===== src/rtl/swc_pkg.sv =====
package swc_pkg;
    typedef enum logic [1:0] {
        ST_RUN   = 2'b00,
        ST_SLEEP = 2'b01,
        ST_WAKE  = 2'b10
    } swc_state_e;

    typedef enum logic [1:0] {
        CAUSE_IRQ    = 2'b00,
        CAUSE_DMAERR = 2'b01,
        CAUSE_POR    = 2'b10,
        CAUSE_MRST   = 2'b11
    } swc_cause_e;

    localparam int CTL_W        = 8;
    localparam int CTL_STBY_BIT = 7;
    localparam int CTL_EDGE_BIT = 6;

    typedef struct packed {
        swc_state_e st;
        swc_cause_e cause;
    } swc_fsm_t;
endpackage


===== src/rtl/swc_nmi_sync.sv =====
module swc_nmi_sync #(
    parameter int STAGES = 2
) (
    input  logic clk,
    input  logic rst_n,
    input  logic pin,
    input  logic rise_sel,
    output logic level,
    output logic edge_hit
);
    localparam int LAST = STAGES - 1;

    typedef struct packed {
        logic [STAGES-1:0] chain;
        logic              prev;
    } sync_t;

    sync_t s_d, s_q;

    always_comb begin
        s_d = s_q;
        s_d.chain[0] = pin;
        for (int i = 1; i < STAGES; i++) begin
            s_d.chain[i] = s_q.chain[i-1];
        end
        s_d.prev = s_q.chain[LAST];
    end

    always_ff @(posedge clk or negedge rst_n) begin
        if (!rst_n) s_q <= '0;
        else        s_q <= s_d;
    end

    assign level    = s_q.chain[LAST];
    assign edge_hit = rise_sel ? (level && !s_q.prev) : (!level && s_q.prev);
endmodule


===== src/rtl/swc_wake_arb.sv =====
module swc_wake_arb
    import swc_pkg::*;
#(
    parameter int PRIO_W = 4
) (
    input  logic              irq_valid,
    input  logic [PRIO_W-1:0] irq_level,
    input  logic              irq_src_en,
    input  logic [PRIO_W-1:0] mask_level,
    input  logic              dma_addr_err,
    input  logic              reset_pin_n,
    input  logic              nmi_level,
    input  logic              nmi_edge_hit,
    output logic              wake,
    output swc_cause_e        cause
);
    logic irq_ok;

    assign irq_ok = irq_valid && irq_src_en && (irq_level > mask_level);

    always_comb begin
        wake  = 1'b1;
        cause = CAUSE_IRQ;
        if (!reset_pin_n)               cause = nmi_level ? CAUSE_POR : CAUSE_MRST;
        else if (dma_addr_err)          cause = CAUSE_DMAERR;
        else if (irq_ok || nmi_edge_hit) cause = CAUSE_IRQ;
        else                            wake  = 1'b0;
    end
endmodule


===== src/rtl/swc_ctl_reg.sv =====
module swc_ctl_reg
    import swc_pkg::*;
(
    input  logic             clk,
    input  logic             rst_n,
    input  logic             wr,
    input  logic [CTL_W-1:0] wdata,
    output logic [CTL_W-1:0] rdata,
    output logic             stby,
    output logic             rise_sel
);
    typedef struct packed {
        logic stby;
        logic rise;
    } ctl_t;

    ctl_t c_d, c_q;
    logic unused_wbits;

    assign unused_wbits = ^wdata[CTL_EDGE_BIT-1:0];

    always_comb begin
        c_d = c_q;
        if (wr) begin
            c_d.stby = wdata[CTL_STBY_BIT];
            c_d.rise = wdata[CTL_EDGE_BIT];
        end
    end

    always_ff @(posedge clk or negedge rst_n) begin
        if (!rst_n) c_q <= '0;
        else        c_q <= c_d;
    end

    assign stby     = c_q.stby;
    assign rise_sel = c_q.rise;
    assign rdata    = {c_q.stby, c_q.rise, 1'b0, {(CTL_EDGE_BIT-1){1'b1}}};
endmodule


===== src/rtl/sleep_wake_ctrl.sv =====
module sleep_wake_ctrl
    import swc_pkg::*;
#(
    parameter int PRIO_W      = 4,
    parameter int SYNC_STAGES = 2
) (
    input  logic              clk,
    input  logic              rst_n,
    input  logic              sleep_strobe,
    input  logic              irq_valid,
    input  logic [PRIO_W-1:0] irq_level,
    input  logic              irq_src_en,
    input  logic [PRIO_W-1:0] mask_level,
    input  logic              dma_addr_err,
    input  logic              reset_pin_n,
    input  logic              nmi_pin,
    input  logic              reg_wr,
    input  logic [7:0]        reg_wdata,
    output logic [7:0]        reg_rdata,
    output logic              core_clk_en,
    output logic              periph_clk_en,
    output logic              asleep,
    output logic              exit_valid,
    output logic [1:0]        exit_cause
);
    logic       stby, rise_sel;
    logic       nmi_level, nmi_edge_hit;
    logic       wake;
    swc_cause_e wake_cause;
    swc_fsm_t   f_d, f_q;

    swc_ctl_reg u_ctl (
        .clk      (clk),
        .rst_n    (rst_n),
        .wr       (reg_wr),
        .wdata    (reg_wdata),
        .rdata    (reg_rdata),
        .stby     (stby),
        .rise_sel (rise_sel)
    );

    swc_nmi_sync #(.STAGES(SYNC_STAGES)) u_nmi (
        .clk      (clk),
        .rst_n    (rst_n),
        .pin      (nmi_pin),
        .rise_sel (rise_sel),
        .level    (nmi_level),
        .edge_hit (nmi_edge_hit)
    );

    swc_wake_arb #(.PRIO_W(PRIO_W)) u_arb (
        .irq_valid    (irq_valid),
        .irq_level    (irq_level),
        .irq_src_en   (irq_src_en),
        .mask_level   (mask_level),
        .dma_addr_err (dma_addr_err),
        .reset_pin_n  (reset_pin_n),
        .nmi_level    (nmi_level),
        .nmi_edge_hit (nmi_edge_hit),
        .wake         (wake),
        .cause        (wake_cause)
    );

    always_comb begin
        f_d = f_q;
        unique case (f_q.st)
            ST_RUN: begin
                if (sleep_strobe && !stby) f_d.st = ST_SLEEP;
            end
            ST_SLEEP: begin
                if (wake) begin
                    f_d.st    = ST_WAKE;
                    f_d.cause = wake_cause;
                end
            end
            ST_WAKE:  f_d.st = ST_RUN;
            default:  f_d.st = ST_RUN;
        endcase
    end

    always_ff @(posedge clk or negedge rst_n) begin
        if (!rst_n) f_q <= '{st: ST_RUN, cause: CAUSE_IRQ};
        else        f_q <= f_d;
    end

    assign asleep        = (f_q.st == ST_SLEEP);
    assign core_clk_en   = !asleep;
    assign periph_clk_en = 1'b1;
    assign exit_valid    = (f_q.st == ST_WAKE);
    assign exit_cause    = f_q.cause;
endmodule


===== config.mk =====
export PLATFORM = sky130hd
export DESIGN_NAME = sleep_wake_ctrl
export DESIGN_NICKNAME = d
export VERILOG_FILES = /design/src/rtl/swc_pkg.sv /design/src/rtl/swc_nmi_sync.sv /design/src/rtl/swc_wake_arb.sv /design/src/rtl/swc_ctl_reg.sv /design/src/rtl/sleep_wake_ctrl.sv
export SDC_FILE = /design/constraint.sdc
export NUM_CORES = 1
export LEC_CHECK = 0
export ABC_AREA = 1
export CAP_MARGIN = 40
export CORE_ASPECT_RATIO = 0.75
export CORE_MARGIN = 2
export CORE_UTILIZATION = 30
export DETAILED_ROUTE_END_ITERATION = 10
export HOLD_SLACK_MARGIN = 0.12
export PLACE_DENSITY_LB_ADDON = 0.08
export SYNTH_ARGS = -nofsm -noshare
export SYNTH_HDL_FRONTEND = slang
export SYNTH_SLANG_ARGS = --single-unit

===== constraint.sdc =====
create_clock -name clk -period 1.1 [get_ports clk]
set_input_delay 0.275 -clock clk [delete_from_list [all_inputs] [get_ports clk]]
set_output_delay 0.275 -clock clk [all_outputs]
set_load 0.05 [all_outputs]

==> results.json, run 1 <==
{
  "sw_frac_of_total": 0.383,
  "ioPinCount": 39,
  "skew_ns": 0.00449,
  "drive_gt1_frac": 0.481,
  "antenna_found_initial": 0,
  "worstPathRequired_ns": 0.82,
  "clkSinkCount": 9,
  "yosysTopAreaCellShare": 0.391,
  "die_w_um": 54.6,
  "crit_type": "register to output port",
  "cts.path.max_buffers": 2,
  "status": "complete, but fails checks",
  "grtUsageTotal": 0.123,
  "reg2reg_to": "exit_cause[1]",
  "cts.hold.buffers_added": 0,
  "tns_ns": -0.647,
  "synth_top_cell_by_area": "dfrtp_1",
  "die-area_um2": 2290,
  "nets": 136,
  "final_hold_viol_count": 0,
  "drt.antenna.violating_nets": 0,
  "clk_latency_ns": 0.26,
  "layoutNonFillerInstCount": 128,
  "max-vdd-ir-drop_v": 0.000819,
  "power_mw": 1.50,
  "ys_ff_latch": 9,
  "finalCriticalPeriod_ns": 1.31,
  "synthDistinctLibCells": 16,
  "grt_pass1_wl_mm": 1.93,
  "fmax_mhz": 764,
  "post-dp-hpwl_um": 924,
  "finalSetupViolCount": 5,
  "rows": 13,
  "gp_congestion": 0.638,
  "violations": "negative setup slack",
  "core_area_um2": 1770,
  "pwr-share-clk": 0.160,
  "synth_area_per_cell_um2": 7.99,
  "period_share": 1.19,
  "yosysWarnings": 0,
  "arrival_ns": 1.03,
  "num_antenna_cells": 0,
  "n_fill_cell": 166,
  "p_per_area_nw_per_um2": 1450,
  "layout_commonest_cell": "nand2_1",
  "placedCellCount": 117,
  "p_seq_frac": 0.295,
  "drv_cap": 0,
  "dieHeight_um": 41.9,
  "grt_pass1_vias": 499,
  "rsz0062_at_grt": "yes",
  "grt_start_max_net_pins": 10,
  "overflow": 0,
  "r2r_slack_ns": 0.03,
  "p_leak_nw": 0.529,
  "rr_startpoint": "u_ctl.rise_sel",
  "syn2layout_area_growth_pct": 79.1,
  "rr_worst_depth": 7,
  "synth.yosys.seq_area_share": 0.391,
  "combPwrFrac": 0.544,
  "cts_tree": "built",
  "htree_num_levels": 1,
  "vias": 506,
  "cts_buffers": 3,
  "syn_inst": 72,
  "drt_drc_violations_left": 0,
  "root_buffer": "clkbuf_4",
  "initial_utilization": 0.325,
  "syn_area_um2": 576,
  "vias_per_cell": 3.95,
  "portBuffers": 25,
  "synth.area.top_cells": "dfrtp_1 39%, buf_4 14%, inv_1 9.1%",
  "p_sw_mw": 0.573,
  "drt_first_iter_violations": 1,
  "maxSlewViolCount": 0,
  "wl_per_cell_um": 8.60,
  "fin_ws_ns": -0.209,
  "firstDrtPassIters": 4,
  "p_int_mw": 0.924,
  "hold_class": "input pin to async pin",
  "cp-start-kind": "register",
  "wl_mm": 1.10,
  "path_clk_slew_ns": 0.06,
  "mostFrequentLayoutCells": "12 x nand2_1, 9 x dfrtp_1, 9 x buf_4",
  "crit_path_end_kind": "output port",
  "crit_fanout": 3
}
[sequential cells by signal, summed over array words and instances (netlist names)]
| register | cells |
|---|---|
| exit_cause | 2 |
| u_ctl.stby | 1 |
| u_nmi.level | 1 |
| u_nmi.s_d | 1 |
| f_q | 2 |
| u_nmi.s_q | 1 |
| u_ctl.rise_sel | 1 |
[Yosys cell counts]
master and count:
inv_1 14, nand2_1 14, buf_4 11, dfrtp_1 9, ha_1 4, nand3_1 3, nor2_1 3, nor2_2 3
a21oi_1 2, conb_1 2, nand2_2 2, mux2_2 1, nand4_1 1, nor3_2 1, o21ai_0 1, o21ai_1 1
[worst max-delay path by stage]
stage	from	slack, ns	end	cells past startpoint
after global routing	f_q[3]	-0.25	asleep	3
after CTS	f_q[2]	-0.23	asleep	4
after global placement	mask_level[1]	-0.74	exit_cause[1]	12
after detailed placement	mask_level[1]	-0.76	exit_cause[1]	12
after floorplan	f_q[3]	-0.23	core_clk_en	2
final	f_q[2]	-0.21	asleep	4
[power groups by stage]
| stage | logic, mW | registers (mW) | clock network [mW] |
|---|---|---|---|
| after detailed placement | 0.746 | 0.448 | 0 |
| after CTS | 0.795 | 0.441 | 0.253 |
| after floorplan | 0.465 | 0.419 | 0 |
| final | 0.815 | 0.442 | 0.240 |
| after global placement | 0.744 | 0.449 | 0 |
| after global routing | 0.869 | 0.446 | 0.277 |
[critical path: stages (launching register included)]
cell	delay, ns
dfrtp_1	0.39
inv_2	0.08
nor2_4	0.04
buf_4	0.13
buf_12	0.14
[what timing repair did]
item | in CTS | in global routing
endpoints found under the setup margin | 10 | 11
pin swaps | 15 | 10
hold endpoints to repair | 0 | 0
buffers inserted | 5 | 2
resized for setup | 34 | 8
[metrics by stage]
stage / worst slack [ns] / cell area (um2) / hold slack, ns / utilization
6_report: -0.209 / 1030 / 0.294 / 0.582
4_1_cts: -0.229 / 1020 / 0.287 / 0.576
3_5_place_dp: -0.761 / 967 / 0.339 / 0.546
5_1_grt: -0.250 / 1030 / 0.297 / 0.582
2_1_floorplan: -0.231 / 672 / -0.0206 / -
3_3_place_gp: -0.741 / 967 / 0.335 / 0.546
[cell type report]
| cell class | instances | area (um2) | share of cell area |
|---|---|---|---|
| timing repair buffer | 36 | 380 | 0.369 |
| multi-input combinational | 43 | 302 | 0.292 |
| sequential | 9 | 225 | 0.218 |
| inverter | 14 | 70.1 | 0.0680 |
| tap | 22 | 27.5 | 0.0267 |
| clock buffer | 4 | 26.3 | 0.0255 |
[cell families (layout without fill, tap and decap cells)]
kind of cell,Yosys count,count (layout),synth area share
simple gates,27,27,0.220
buf+inv,25,54,0.235
flops,9,9,0.391
fa+ha+maj,4,4,0.0870
compound gates,4,4,0.0348
other cells,2,7,0.0130
mux,1,1,0.0196
[layer usage]
| layer | vias to the layer above | track usage | part of all wire |
|---|---|---|---|
| met3 | 5 | 0.0647 | 0.11 |
| met1 | 213 | 0.140 | 0.43 |
| met2 | 22 | 0.186 | 0.44 |
| met5 | - | 0 | 0 |
| li1 | 266 | - | - |
| met4 | 0 | 0.0600 | 0.019 |
Note: power is estimated with default switching activity, not from simulation.
==> inputs of run 2 (changes only) <==
Settings changed: CORE_ASPECT_RATIO 0.75 to not set, CORE_UTILIZATION 30 to 34.
==> run 2 against run 1 <==
  * The run still ends with negative setup slack left
  * Sequential power hardly changed
  * Count of clock-buffer cells in the layout stayed put
  * Routed wire length grew 3.2%
  * Global-route usage up 1.0 points
  * Maximum frequency decreased by 1.4%
  * Cell count shrank 7.0%
  * Non-clock buffer count is 3 lower
  * Register-to-register slack barely moved
  * Clock skew is essentially flat
  * Combinational power down 0.5%
  * Critical path depth down 1
  * Largest cell class unchanged
==> results.json, run 2 (synthesis gave the netlist of run 1 again) <==
{
  "status": "complete, but fails checks",
  "violations": "negative setup slack",
  "core_area_um2": 1540,
  "fin_ws_ns": -0.228,
  "worstPathRequired_ns": 0.82,
  "cts_tree": "built",
  "finalSetupViolCount": 5,
  "maxSlewViolCount": 0,
  "initial_utilization": 0.373,
  "pwr-share-clk": 0.168,
  "cts.path.max_buffers": 2,
  "p_leak_nw": 0.501,
  "overflow": 0,
  "rows": 14,
  "clkSinkCount": 9,
  "grt_use_met2": 0.217,
  "vias": 504,
  "grt_pass1_vias": 474,
  "grt_start_max_net_pins": 10,
  "crit_type": "register to output port",
  "clk_latency_ns": 0.26,
  "final_hold_viol_count": 0,
  "final_area_um2": 1020,
  "ioPinCount": 39,
  "grt_pass1_wl_mm": 1.95,
  "arrival_ns": 1.05,
  "met3_usage": 0.0640,
  "htree_num_levels": 1,
  "skew_ns": 0.00409,
  "finalCriticalPeriod_ns": 1.33,
  "die-area_um2": 2040,
  "p_sw_mw": 0.584,
  "placedCellCount": 110,
  "tns_ns": -0.724,
  "sw_frac_of_total": 0.388,
  "rr_worst_depth": 7,
  "cts_buffers": 3,
  "p_per_area_nw_per_um2": 1470,
  "power_mw": 1.50,
  "layoutNonFillerInstCount": 119,
  "drive_gt1_frac": 0.476,
  "p_seq_frac": 0.293,
  "post-dp-hpwl_um": 908,
  "rsz0062_at_grt": "yes",
  "p_int_mw": 0.920,
  "firstDrtPassIters": 4,
  "grtUsageTotal": 0.133,
  "dpl_cell_area_um2": 952,
  "period_share": 1.21,
  "grt_util_met1": 0.164,
  "wl_mm": 1.14,
  "dieHeight_um": 45.1,
  "drt_drc_violations_left": 0,
  "hold_class": "input pin to async pin",
  "layout_commonest_cell": "nand2_1",
  "globalRoute.busiestLayer": "met2",
  "crit_fanout": 2,
  "die_w_um": 45.1,
  "crit_path_end_kind": "output port",
  "portBuffers": 25,
  "gp_congestion": 0.776,
  "wl_per_cell_um": 9.55,
  "antenna_found_initial": 0,
  "cp-start-kind": "register",
  "mostFrequentLayoutCells": "12 x nand2_1, 9 x clkdlybuf4s50_1, 8 x dfrtp_1, 8 x buf_12, 7 x conb_1",
  "path_clk_slew_ns": 0.06,
  "fmax_mhz": 753,
  "syn2layout_area_growth_pct": 77.4,
  "root_buffer": "clkbuf_4",
  "combPwrFrac": 0.539,
  "drt.antenna.violating_nets": 0,
  "nets": 133,
  "num_antenna_cells": 0,
  "max-vdd-ir-drop_v": 0.000902,
  "drv_cap": 0,
  "drt_first_iter_violations": 8,
  "vias_per_cell": 4.24
}
==> run 2: cell type report <==
cell class                 count  area (um2)
multi-input combinational     43         308
clock buffer                   4        26.3
inverter                      14        70.1
tap                           16        20.0
sequential                     9         226
fill                         129         520
timing repair buffer          33         370
==> run 2: path summary, 6_finish.rpt <==
path / startpoint / to / slack, ns
worst max-delay path: f_q[3] / asleep / -0.23
worst min register to register: u_nmi.s_d[2] / u_nmi.level / 0.36
min in group clk: u_nmi.s_d[2] / u_nmi.level / 0.36
worst min-delay path: rst_n / f_q[3] / 0.31
max in group asynchronous: rst_n / u_nmi.level / 0.48
worst max register to register: u_ctl.rise_sel / exit_cause[1] / 0.02
==> run 2: what timing repair did <==
action | 4_1_cts | 5_1_grt
setup endpoints to repair | 11 | 11
pin swaps | 15 | 10
gates cloned | 0 | 0
setup buffers | 4 | 2
hold buffers | 0 | 0
gates resized for setup | 37 | 5
==> run 2: critical path, cell delays in order, from the launching register on <==
cell and delay (ns):
dfrtp_1 0.41, nor2_4 0.15, buf_12 0.11, buf_12 0.12
==> run 2: through the flow <==
step / setup slack (ns) / utilization / hold WS [ns]
CTS: -0.246 / 0.651 / 0.309
global placement: -0.734 / 0.618 / 0.342
floorplan: -0.231 / - / -0.0206
detailed placement: -0.782 / 0.618 / 0.340
finish: -0.228 / 0.662 / 0.306
global route: -0.264 / 0.662 / 0.339
==> run 2: power by group through the flow <==
| stage | sequential (mW) | combinational, mW | clock [mW] |
|---|---|---|---|
| final | 0.441 | 0.811 | 0.252 |
| after global routing | 0.447 | 0.861 | 0.274 |
| after CTS | 0.440 | 0.786 | 0.261 |
| after detailed placement | 0.445 | 0.745 | 0 |
| after global placement | 0.446 | 0.737 | 0 |
| after floorplan | 0.419 | 0.465 | 0 |
==> run 2: per-layer routing <==
layer | vias up | share of wire
met3 | 0 | 0.092
met5 | - | 0
met1 | 224 | 0.42
met4 | 0 | 0
li1 | 259 | -
met2 | 21 | 0.49
==> inputs of run 3 (changes only) <==
Settings changed: MAX_ROUTING_LAYER set to met4.
==> run 3 against run 2 <==
  * Highest routed layer unchanged
  * First-iteration DRC count fell by 13%
  * Die area did not move
  * Clock power barely moved
  * The flow still finishes with violations (negative setup slack)
  * Critical path type unchanged
  * Core utilization did not move
==> results.json, run 3 (synthesis gave the netlist of run 1 again) <==
{
  "status": "complete, but fails checks",
  "violations": "negative setup slack",
  "placedCellCount": 110,
  "rsz0062_at_grt": "yes",
  "die_w_um": 45.1,
  "final_hold_viol_count": 0,
  "vias_per_cell": 4.24,
  "fin_ws_ns": -0.225,
  "firstDrtPassIters": 4,
  "arrival_ns": 1.05,
  "period_share": 1.20,
  "cts.path.max_buffers": 2,
  "initial_utilization": 0.373,
  "drive_gt1_frac": 0.476,
  "grtUsageTotal": 0.137,
  "finalCriticalPeriod_ns": 1.33,
  "crit_type": "register to output port",
  "layoutNonFillerInstCount": 119,
  "drt_drc_violations_left": 0,
  "num_antenna_cells": 0,
  "reg2reg_to": "exit_cause[1]",
  "die-area_um2": 2040,
  "path_clk_slew_ns": 0.06,
  "worstPathRequired_ns": 0.82,
  "gp_congestion": 0.786,
  "max-vdd-ir-drop_v": 0.000894,
  "portBuffers": 25,
  "skew_ns": 0.00397,
  "drt_first_iter_violations": 7,
  "clk_latency_ns": 0.26,
  "cts_buffers": 3,
  "maxSlewViolCount": 0,
  "antenna_found_initial": 0,
  "finalSetupViolCount": 4,
  "wl_per_cell_um": 9.50,
  "drt.antenna.violating_nets": 0,
  "p_leak_nw": 0.501,
  "wl_mm": 1.13,
  "power_mw": 1.50,
  "layout_commonest_cell": "nand2_1",
  "rows": 14,
  "p_per_area_nw_per_um2": 1470,
  "grt_start_max_net_pins": 10,
  "root_buffer": "clkbuf_4",
  "mostFrequentLayoutCells": "12 x nand2_1, 9 x clkdlybuf4s50_1, 8 x dfrtp_1, 8 x buf_12, 7 x conb_1",
  "vias": 505,
  "clkSinkCount": 9,
  "crit_fanout": 2,
  "hold_class": "input pin to async pin",
  "r2r_slack_ns": 0.01,
  "core_area_um2": 1540,
  "cts_tree": "built",
  "cp-start-kind": "register",
  "syn2layout_area_growth_pct": 77.4,
  "crit_path_end_kind": "output port",
  "fmax_mhz": 755,
  "rr_startpoint": "u_ctl.rise_sel",
  "overflow": 0,
  "htree_num_levels": 1,
  "ioPinCount": 39,
  "rr_worst_depth": 7,
  "grt_pass1_vias": 470,
  "post-dp-hpwl_um": 908,
  "grt_pass1_wl_mm": 1.95,
  "nets": 133,
  "drv_cap": 0,
  "dieHeight_um": 45.1
}
## run 3: area by class of cell
cell class                 instances  area [um2]
tap                               16        20.0
sequential                         9         226
timing repair buffer              33         370
clock buffer                       4        26.3
inverter                          14        70.1
fill                             129         520
multi-input combinational         43         308
## run 3: per-layer routing
layer | track usage | up-vias | part of all wire
met3 | 0.0640 | 0 | 0.088
met5 | - | - | 0
met2 | 0.217 | 21 | 0.49
met4 | 0.0176 | 0 | 0
li1 | - | 259 | -
met1 | 0.164 | 225 | 0.42
## run 3: stage by stage
stage	cell area (um2)	hold slack, ns	util	setup WS [ns]	setup TNS [ns]
global route	1020	0.339	0.662	-0.264	-1.09
global placement	952	0.342	0.618	-0.734	-2.90
finish	1020	0.308	0.662	-0.225	-0.712
CTS	1000	0.309	0.651	-0.246	-0.779
floorplan	672	-0.0206	-	-0.231	-0.539
detailed placement	952	0.340	0.618	-0.782	-3.04
## run 3: critical path: stages, from the launching register on
cell and delay, ns:
dfrtp_1 0.41, nor2_4 0.15, buf_12 0.11, buf_12 0.12
## run 3: worst max-delay path by stage
stage,from,to,slack [ns],cells past startpoint
after CTS,f_q[2],asleep,-0.25,4
final,f_q[3],asleep,-0.23,3
after global placement,mask_level[1],exit_cause[1],-0.73,12
after detailed placement,mask_level[1],exit_cause[1],-0.78,12
after floorplan,f_q[3],core_clk_en,-0.23,2
after global routing,f_q[3],asleep,-0.26,3
## run 3: where the power goes
part	internal (mW)	total, mW	switching [mW]
sequential	0.387	0.441	0.0539
clock	0.139	0.249	0.109
combinational	0.394	0.812	0.418
## run 3: what timing repair did
action                     CTS  global route
hold buffers                 0             0
pin swaps                   15            10
setup buffers                4             2
resized for setup           37             5
setup endpoints to repair   11            11
